`src/rtl/wtr_pkg.sv`:
```
// Package: shared widths, register addresses and the control byte layout
// for the byte-port timer. Assumes the word is exactly two bytes.
package wtr_pkg;
    localparam int BYTE_W = 8;
    localparam int WORD_W = 2 * BYTE_W;
    localparam int ADDR_W = 3;

    localparam logic [ADDR_W-1:0] A_CNT_LO  = 3'd0;
    localparam logic [ADDR_W-1:0] A_CNT_HI  = 3'd1;
    localparam logic [ADDR_W-1:0] A_CMPA_LO = 3'd2;
    localparam logic [ADDR_W-1:0] A_CMPA_HI = 3'd3;
    localparam logic [ADDR_W-1:0] A_CMPB_LO = 3'd4;
    localparam logic [ADDR_W-1:0] A_CMPB_HI = 3'd5;
    localparam logic [ADDR_W-1:0] A_CTRL    = 3'd6;
    localparam logic [ADDR_W-1:0] A_FLAG    = 3'd7;

    // Control byte: bit0 run, bit1 wide, bit2 clear-on-match, bit3 capture.
    typedef struct packed {
        logic [3:0] rsvd;
        logic       capt;
        logic       ctc;
        logic       wide;
        logic       run;
    } ctrl_t;
endpackage

```
`src/rtl/wtr_prescaler.sv`:
```
// Module: divide-by-PRE_DIV step enable. Phase counts only while run is
// set and returns to zero when run is clear. Assumes PRE_DIV >= 2.
module wtr_prescaler #(
    parameter int PRE_DIV = 8
) (
    input  logic clk,
    input  logic rst_n,
    input  logic run,
    output logic step
);
    localparam int PRE_BITS = $clog2(PRE_DIV);
    localparam logic [PRE_BITS-1:0] LAST = PRE_BITS'(PRE_DIV - 1);

    logic [PRE_BITS-1:0] phase;

    assign step = run && (phase == LAST);

    // Advance the phase while running, wrap at the last value, clear when stopped.
    always_ff @(posedge clk) begin
        if (!rst_n || !run) begin
            phase <= '0;
        end else if (phase == LAST) begin
            phase <= '0;
        end else begin
            phase <= phase + 1'b1;
        end
    end

    // two steps are never adjacent.
    p_step_gap_r6: assert property (@(posedge clk) disable iff (!rst_n)
        step |=> !step);
endmodule

```
`src/rtl/wtr_count.sv`:
```
// Module: the timer counter and match flag. Steps on `step`, clears on a
// compare-A hit in clear-on-match mode, wraps at the byte limit in narrow
// mode. A CPU load beats a step; a match beats a flag clear.
module wtr_count
    import wtr_pkg::*;
(
    input  logic              clk,
    input  logic              rst_n,
    input  logic              step,
    input  logic              wide,
    input  logic              ctc,
    input  logic [WORD_W-1:0] top,
    input  logic              load,
    input  logic [WORD_W-1:0] load_val,
    input  logic              flag_clr,
    output logic [WORD_W-1:0] cnt,
    output logic              flag
);
    logic hit;
    logic set_flag;
    logic byte_full;

    assign hit       = wide ? (cnt == top) : (cnt[BYTE_W-1:0] == top[BYTE_W-1:0]);
    assign set_flag  = step && ctc && hit;
    assign byte_full = (cnt[BYTE_W-1:0] == {BYTE_W{1'b1}});

    // Counter update: CPU load first, then match clear, narrow wrap, increment.
    always_ff @(posedge clk) begin
        if (!rst_n) begin
            cnt <= '0;
        end else if (load) begin
            cnt <= load_val;
        end else if (step) begin
            if (ctc && hit) begin
                cnt <= '0;
            end else if (!wide && byte_full) begin
                cnt <= '0;
            end else begin
                cnt <= cnt + 1'b1;
            end
        end
    end

    // Match flag: set has priority over a software clear.
    always_ff @(posedge clk) begin
        if (!rst_n) begin
            flag <= 1'b0;
        end else if (set_flag) begin
            flag <= 1'b1;
        end else if (flag_clr) begin
            flag <= 1'b0;
        end
    end

    p_hold_r6: assert property (@(posedge clk) disable iff (!rst_n)
        (!step && !load) |=> $stable(cnt));
    p_match_wrap_r7: assert property (@(posedge clk) disable iff (!rst_n)
        (step && ctc && wide && cnt == top && !load) |=> (cnt == '0 && flag));
    p_set_wins_r8: assert property (@(posedge clk) disable iff (!rst_n)
        (set_flag && flag_clr) |=> flag);
    p_clear_r8: assert property (@(posedge clk) disable iff (!rst_n)
        (flag_clr && !set_flag) |=> !flag);
    p_narrow_wrap_r9: assert property (@(posedge clk) disable iff (!rst_n)
        (step && !wide && !ctc && !load && cnt == WORD_W'(8'hFF)) |=> cnt == '0);
    p_load_wins_r10: assert property (@(posedge clk) disable iff (!rst_n)
        load |=> cnt == $past(load_val));
endmodule

```
`src/rtl/wtr_regs.sv`:
```
// Module: byte-wide register port. Holds the shared high-byte latch, the
// two compare registers and the control byte; builds counter loads and the
// read mux. Assumes one strobe per cycle and read data used in that cycle.
module wtr_regs
    import wtr_pkg::*;
(
    input  logic              clk,
    input  logic              rst_n,
    input  logic [ADDR_W-1:0] addr,
    input  logic              wr,
    input  logic              rd,
    input  logic [BYTE_W-1:0] wdata,
    input  logic [WORD_W-1:0] cnt,
    input  logic              flag,
    input  logic              cap_evt,
    output logic [BYTE_W-1:0] rdata,
    output ctrl_t             ctrl,
    output logic [WORD_W-1:0] cmpa,
    output logic              cnt_load,
    output logic [WORD_W-1:0] cnt_load_val,
    output logic              flag_clr
);
    logic [BYTE_W-1:0] latch;
    logic [WORD_W-1:0] cmpb;
    logic              hi_wr;

    assign hi_wr        = wr && (addr == A_CNT_HI || addr == A_CMPA_HI || addr == A_CMPB_HI);
    assign cnt_load     = wr && (addr == A_CNT_LO);
    assign cnt_load_val = {(ctrl.wide ? latch : {BYTE_W{1'b0}}), wdata};
    assign flag_clr     = wr && (addr == A_FLAG) && wdata[0];

    // Shared latch: filled by high writes, or by low reads that snapshot.
    always_ff @(posedge clk) begin
        if (!rst_n) begin
            latch <= '0;
        end else if (hi_wr) begin
            latch <= wdata;
        end else if (rd && addr == A_CNT_LO) begin
            latch <= cnt[WORD_W-1:BYTE_W];
        end else if (rd && addr == A_CMPA_LO && ctrl.capt) begin
            latch <= cmpa[WORD_W-1:BYTE_W];
        end
    end

    // Compare A: CPU commit on low write, otherwise capture of the counter.
    always_ff @(posedge clk) begin
        if (!rst_n) begin
            cmpa <= '0;
        end else if (wr && addr == A_CMPA_LO) begin
            cmpa <= {latch, wdata};
        end else if (ctrl.capt && cap_evt) begin
            cmpa <= cnt;
        end
    end

    // Compare B and control byte: plain CPU-written registers.
    always_ff @(posedge clk) begin
        if (!rst_n) begin
            cmpb <= '0;
            ctrl <= '0;
        end else if (wr) begin
            if (addr == A_CMPB_LO) cmpb <= {latch, wdata};
            if (addr == A_CTRL)    ctrl <= ctrl_t'(wdata);
        end
    end

    // Read mux: counter high and capture high come through the latch.
    always_comb begin
        unique case (addr)
            A_CNT_LO:  rdata = cnt[BYTE_W-1:0];
            A_CNT_HI:  rdata = latch;
            A_CMPA_LO: rdata = cmpa[BYTE_W-1:0];
            A_CMPA_HI: rdata = ctrl.capt ? latch : cmpa[WORD_W-1:BYTE_W];
            A_CMPB_LO: rdata = cmpb[BYTE_W-1:0];
            A_CMPB_HI: rdata = cmpb[WORD_W-1:BYTE_W];
            A_CTRL:    rdata = ctrl;
            default:   rdata = {{(BYTE_W-1){1'b0}}, flag};
        endcase
    end

    p_hi_wr_latch_r1: assert property (@(posedge clk) disable iff (!rst_n)
        hi_wr |=> latch == $past(wdata));
    p_lo_wr_commit_r2: assert property (@(posedge clk) disable iff (!rst_n)
        (wr && addr == A_CMPB_LO) |=> cmpb == {$past(latch), $past(wdata)});
    p_lo_rd_snapshot_r3: assert property (@(posedge clk) disable iff (!rst_n)
        (rd && !wr && addr == A_CNT_LO) |=> latch == $past(cnt[WORD_W-1:BYTE_W]));
    p_cmp_rd_keeps_latch_r4: assert property (@(posedge clk) disable iff (!rst_n)
        (rd && !wr && !ctrl.capt && (addr == A_CMPA_LO || addr == A_CMPB_LO)) |=> $stable(latch));
    p_capture_r5: assert property (@(posedge clk) disable iff (!rst_n)
        (ctrl.capt && cap_evt && !(wr && addr == A_CMPA_LO)) |=> cmpa == $past(cnt));
endmodule

```
`src/rtl/wide_timer_regs.sv`:
```
// Module: top of the byte-port 16-bit timer. Wires the prescaler, the
// counter and the register port. Assumes a synchronous single-master bus.
module wide_timer_regs
    import wtr_pkg::*;
#(
    parameter int PRE_DIV = 8
) (
    input  logic              clk,
    input  logic              rst_n,
    input  logic [ADDR_W-1:0] bus_addr,
    input  logic              bus_wr,
    input  logic              bus_rd,
    input  logic [BYTE_W-1:0] bus_wdata,
    output logic [BYTE_W-1:0] bus_rdata,
    input  logic              cap_strobe,
    output logic              match_flag
);
    ctrl_t             ctrl;
    logic              step;
    logic [WORD_W-1:0] cnt;
    logic [WORD_W-1:0] cmpa;
    logic              cnt_load;
    logic [WORD_W-1:0] cnt_load_val;
    logic              flag_clr;

    wtr_prescaler #(.PRE_DIV(PRE_DIV)) u_pre (
        .clk  (clk),
        .rst_n(rst_n),
        .run  (ctrl.run),
        .step (step)
    );

    wtr_count u_cnt (
        .clk     (clk),
        .rst_n   (rst_n),
        .step    (step),
        .wide    (ctrl.wide),
        .ctc     (ctrl.ctc),
        .top     (cmpa),
        .load    (cnt_load),
        .load_val(cnt_load_val),
        .flag_clr(flag_clr),
        .cnt     (cnt),
        .flag    (match_flag)
    );

    wtr_regs u_regs (
        .clk         (clk),
        .rst_n       (rst_n),
        .addr        (bus_addr),
        .wr          (bus_wr),
        .rd          (bus_rd),
        .wdata       (bus_wdata),
        .cnt         (cnt),
        .flag        (match_flag),
        .cap_evt     (cap_strobe),
        .rdata       (bus_rdata),
        .ctrl        (ctrl),
        .cmpa        (cmpa),
        .cnt_load    (cnt_load),
        .cnt_load_val(cnt_load_val),
        .flag_clr    (flag_clr)
    );

    // a counter high-byte write alone never moves the counter.
    p_hi_wr_keeps_cnt_r1: assert property (@(posedge clk) disable iff (!rst_n)
        (bus_wr && bus_addr == A_CNT_HI && !step) |=> $stable(cnt));
endmodule

```
`config.mk`:
```
export PLATFORM = sky130hd
export DESIGN_NAME = wide_timer_regs
export DESIGN_NICKNAME = d
export VERILOG_FILES = /design/src/rtl/wtr_pkg.sv /design/src/rtl/wtr_prescaler.sv /design/src/rtl/wtr_count.sv /design/src/rtl/wtr_regs.sv /design/src/rtl/wide_timer_regs.sv
export SDC_FILE = /design/constraint.sdc
export NUM_CORES = 1
export LEC_CHECK = 0
export ABC_CLOCK_PERIOD_IN_PS = 2500
export BUFFER_PORTS_ARGS = -buffer_cell sky130_fd_sc_hd__buf_4
export CORE_ASPECT_RATIO = 0.6
export CORE_MARGIN = 4
export CORE_UTILIZATION = 60
export CTS_CLUSTER_SIZE = 14
export DETAILED_ROUTE_END_ITERATION = 7
export PLACE_DENSITY_LB_ADDON = 0.2
export SYNTH_ARGS = -nofsm -noshare
export SYNTH_HDL_FRONTEND = slang
export SYNTH_SLANG_ARGS = --single-unit
export TNS_END_PERCENT = 50
```
`constraint.sdc`:
```
create_clock -name clk -period 2.5 [get_ports clk]
set_clock_uncertainty 0.1 [all_clocks]
set_input_delay 0 -clock clk [delete_from_list [all_inputs] [get_ports clk]]
set_output_delay 0 -clock clk [all_outputs]
set_load 0.1 [all_outputs]
```
; ---- After elaboration in Yosys (flattened, before gate mapping)
; Cells that the tools add are included.
[word_totals]
out_inout_bits = 9
elab_cells = 67
register_bits = 68
in_bits = 16
[classes]
mux = 15
n_reduce_logical = 28
eq_ne = 11
add_sub_neg = 2
[ops]
columns = op, n
row1 = two-way mux 16 bit, 6
row2 = one-hot mux 8 bit (7 select lines), 1
row3 = two-way mux 8 bit, 5
row4 = adder 16 x 1 -> 16 bit (second input constant), 1
row5 = == test 16 bit, 1
row6 = == test 3 bit (second input constant), 5
row7 = logical AND 1 bit, 14
row8 = == test 8 bit, 1
row9 = == test 8 bit (second input constant), 1
row10 = == test 3 x 2 -> 1 bit (second input constant), 2
row11 = nonzero test 2 bit, 3
row12 = AND reduction 2 bit, 2
row13 = adder 3 x 1 -> 3 bit (second input constant), 1
row14 = == test 3 x 1 -> 1 bit (second input constant), 1
row15 = logical NOT 1 bit, 3
row16 = logical NOT 3 bit, 1
row17 = logical OR 1 bit, 3
row18 = two-way mux 1 bit, 3
row19 = nonzero test 3 bit, 1
row20 = OR reduction 2 bit, 1

; ---- Logic depth before layout (Yosys ltp)
[depth]
word_depth = 6
ltp_mapped = 8
depth_no_buf = 8

; ---- Modules after synthesis
; From an unflattened synthesis, not the netlist that was laid out.
[unflattened]
hier_cells = 510
hier_area_um2 = 4117.7
[modules_own_cells]
columns = module, instances, seq_area_each_um2, cells_each, area_each_um2
row1 = wtr_regs, 1, 960.9, 355, 2757.6
row2 = wtr_count, 1, 340.3, 146, 1232.4
row3 = wtr_prescaler, 1, 60.1, 9, 127.6

; ---- Worst setup path after synthesis
; Ideal clock, no wire load.
[synth_timing]
kind = flip-flop to output port
startpoint = register u_cnt.cnt[0]
endpoint = output port bus_rdata[0]
n_path_buf = 1
stages_incl_launch_ff = 5
required_ns = 2.400
t_arrival_ns = 2.913
setup_slack_ns = -0.513
path_cell_list = dfxtp_1 clkbuf_1 mux4_2 inv_1 o21ai_0
[synth_via]
elab_chain_len = 1
[synth_rtl]
columns = item, line
row1 = from (decl), wtr_count.sv:16  ; output logic [WORD_W-1:0] cnt,
row2 = from (signal assigned), wtr_count.sv:32  ; cnt <= load_val;
row3 = from (signal assigned), wtr_count.sv:39  ; cnt <= cnt + 1'b1;
row4 = one-hot mux 8 bit (7 select lines), wtr_regs.sv:69  ; unique case (addr)
row5 = to (decl), wide_timer_regs.sv:14  ; output logic [BYTE_W-1:0] bus_rdata,
; Every way passes these cells.

; ---- Final worst setup path
[layout_timing]
startpoint = register u_cnt.cnt[0]
endpoint = register u_cnt.cnt[10]
[layout_via]
elab_chain_len = 6
[layout_rtl]
columns = item, line
row1 = branches (longest 3 deep; another with adder 16 x 1 -> 16 bit), n/a
row2 = two-way mux 16 bit (*), wtr_count.sv:34  ; if (ctc && hit) begin
row3 = two-way mux 16 bit (*), wtr_count.sv:33  ; end else if (step) begin
row4 = two-way mux 16 bit (*), wtr_count.sv:31  ; end else if (load) begin
; Mark *: on every way between the ends. The select of a mux whose other input is x is not followed.
; A chain may end at the register's enable or synchronous reset.

==> results.cfg <==
[die]
rows = 22
die_h_microns = 71.5
dieArea_sq_um = 8130
io-pin-count = 25
core_sq_um = 6300
initial_core_util_pct = 63.9
chipWidth_microns = 114

[sta]
period_minus_slack_ps = 2210
max_slew_margin_pct = 52.2
period_share_pct = 88.5
timing.hold.ws_ps = 85.4
rsz0062_at_grt = false
hold_violations = 0
fmax_mhz = 452
tightestPinTransition_ps = 713
finalSetupTns_ps = 0
setup_viol = 0
drv_slew = 0
setup_slack_ps = 288

[global_route]
antenna_found_initial = 1
grt.overflow.total = 0
groute.usage.overall_pct = 31.9
grt_start_max_net_pins = 35
grt_pass1_vias = 3927
grt_pass1_wl_microns = 20300

[placed_design]
place_congestion = 0.933
dp_hpwl_microns = 8690
port_buffers = 24
place_ws_ps = 348
placed_cells = 606
place_area_sq_um = 4270

[clock_network]
cts_tree = yes
clk_path_buf_depth = 2
clock_latency_ps = 360
cts-resized-gates = 0
clock_sinks = 68
htree_levels = 3
root_buffer = clkbuf_8
numCtsBuffers = 9
clkTransAtPathRegs_ps = 80

[setup_path]
timing_worst_setup_path_type = reg2reg
start_kind = register
cp.arrival_ps = 2330
path_max_fanout = 8
critPathCaptureType = register
cp.required_ps = 2620
rrSetupSlack_ps = 290

[outcome]
outcome = finished clean

[logic_synthesis]
synth_top_area_cell = dfxtp_1
yosysSeqAreaShare_pct = 33.8
synth_edf_count = 0
synth_area_per_cell_sq_um = 7.64
yosys_warnings = 0
synth_common_cells = nand2_1, dfxtp_1, a21oi_1
synth_top_area_share_pct = 33.8
synth_most_common_cell = nand2_1
synth_fp_nets = 546
netlist_instances = 527
synthFlopType = dfxtp_1
synth_area_leaders = dfxtp_1, nand2_1, a21oi_1
async_flop_share_pct = 0
ys_ff_latch = 68
synthDistinctLibCells = 57
synth_area_sq_um = 4030

[final_layout]
fin_nets = 563
stdcell_area_sq_um = 4610
antenna_cells = 0
syn2layout_area_growth_pct = 14.5
utilization_pct = 73.2
finalNonFillerCells = 633
drive_above_1_share_pct = 14.9

[detailed_routing]
viasPerCell = 6.78
num_vias = 4293
wirelength_microns = 12900
drc = 0
drt-pass1-iter-count = 6
drt-wirelength-per-cell_microns = 20.3
ant_nets = 0
drt-initial-drc-count = 712

[min_path]
min_path_type = in2reg

[power_and_ir_drop]
fin_total_pwr_mw = 2.63
powerDensity_nw_per_um2 = 571
p_int_mw = 1.89
pwr-share-seq_pct = 44.3
p_switching_mw = 0.741
power_frac_comb_pct = 14.6
switching_share_pct = 28.2
peakVddDrop_v = 0.000422
leakage_nw = 1.59
power_frac_clock_pct = 41.1

[run]
maxCapViolCount = 0
-- cell type report --
type | instances | area, sq um
clock inverters | 4 | 70.1
well taps | 84 | 105
clock buffers | 12 | 165
flip-flops and latches | 68 | 1360
inverters | 6 | 22.5
repair buffers | 57 | 468
multi-input cells | 402 | 2420
fillers | 497 | 1690
-- sequential cells by signal, indices dropped and copies added (netlist names) --
register	cells
u_regs.cmpb	16
u_pre.phase	3
u_regs.latch	8
u_regs.ctrl	8
u_cnt.cnt	16
u_regs.cmpa	16
u_cnt.flag	1
-- final timing paths --
check,start,endpoint,cells past startpoint
hold / removal,bus_addr[0],u_cnt.flag$_SDFFE_PN0P_,4
hold reg to reg,u_pre.phase[0]$_SDFF_PP0_,u_pre.phase[0]$_SDFF_PP0_,1
setup / recovery,u_cnt.cnt[0]$_SDFFE_PN0P_,u_cnt.cnt[10]$_SDFFE_PN0P_,7
setup reg to reg,u_cnt.cnt[0]$_SDFFE_PN0P_,u_cnt.cnt[10]$_SDFFE_PN0P_,7
-- cells by family (layout without fill, tap and decap cells) --
logic type                 after synthesis  in the layout  share of synthesized area (%)
AOI/OAI and AO/OA                      126            126                           20.5
xor gates and xnor gates                16             16                           3.48
adders and majority gates                3              3                          0.932
buffers and inverters                   57             79                           6.27
DFF                                     68             68                           33.8
muxes                                   21             21                           7.17
and+or+nand+nor                        236            236                           27.9
-- worst max-delay path, stage by stage (launching register included) --
cell,delay [ps]
dfxtp_1,480
ha_1,260
nand3_2,90
or3_1,510
nand2_4,170
nor4_2,60
a222oi_1,300
a21oi_1,110
-- power by group through the flow --
stage / logic [mW] / clock network [mW] / registers (mW)
4_1_cts: 0.375 / 1.08 / 1.16
5_1_grt: 0.410 / 1.14 / 1.17
3_3_place_gp: 0.351 / 0 / 1.19
3_5_place_dp: 0.358 / 0 / 1.19
2_1_floorplan: 0.282 / 0 / 1.15
6_report: 0.385 / 1.08 / 1.17
-- per-layer routing --
metal	up-vias	GRT usage (%)	share of wire, %
li1	1925	-	-
met4	2	11.1	2.1
met5	-	0	0.10
met1	2016	43.6	41
met3	42	11.6	13
met2	308	46.9	43
-- repair_timing --
action	CTS	global route
hold buffers	11	0
setup endpoints to repair	0	0
hold endpoints to repair	47	0
setup buffers	0	0
-- layout by cell type, fill, tap and decap left out, types with 3 or more instances in the layout --
| master | n |
|---|---|
| nand2_1 | 105 |
| dlygate4sd3_1 | 11 |
| mux2_2 | 3 |
| a311oi_1 | 16 |
| o21ai_0 | 13 |
| and3_1 | 4 |
| nor3_1 | 7 |
| nor2b_1 | 5 |
| dfxtp_1 | 68 |
| nand3_1 | 42 |
| inv_1 | 5 |
| o22ai_1 | 4 |
| a31oi_1 | 6 |
| clkbuf_8 | 12 |
| a21oi_1 | 47 |
| mux2i_1 | 12 |
| nand4_1 | 11 |
| nor2_1 | 39 |
| mux4_2 | 6 |
| xnor2_1 | 16 |
| a211oi_1 | 9 |
| buf_4 | 45 |
| a22oi_1 | 15 |
| ha_1 | 3 |
No activity file was read; power rests on OpenSTA's default activity.
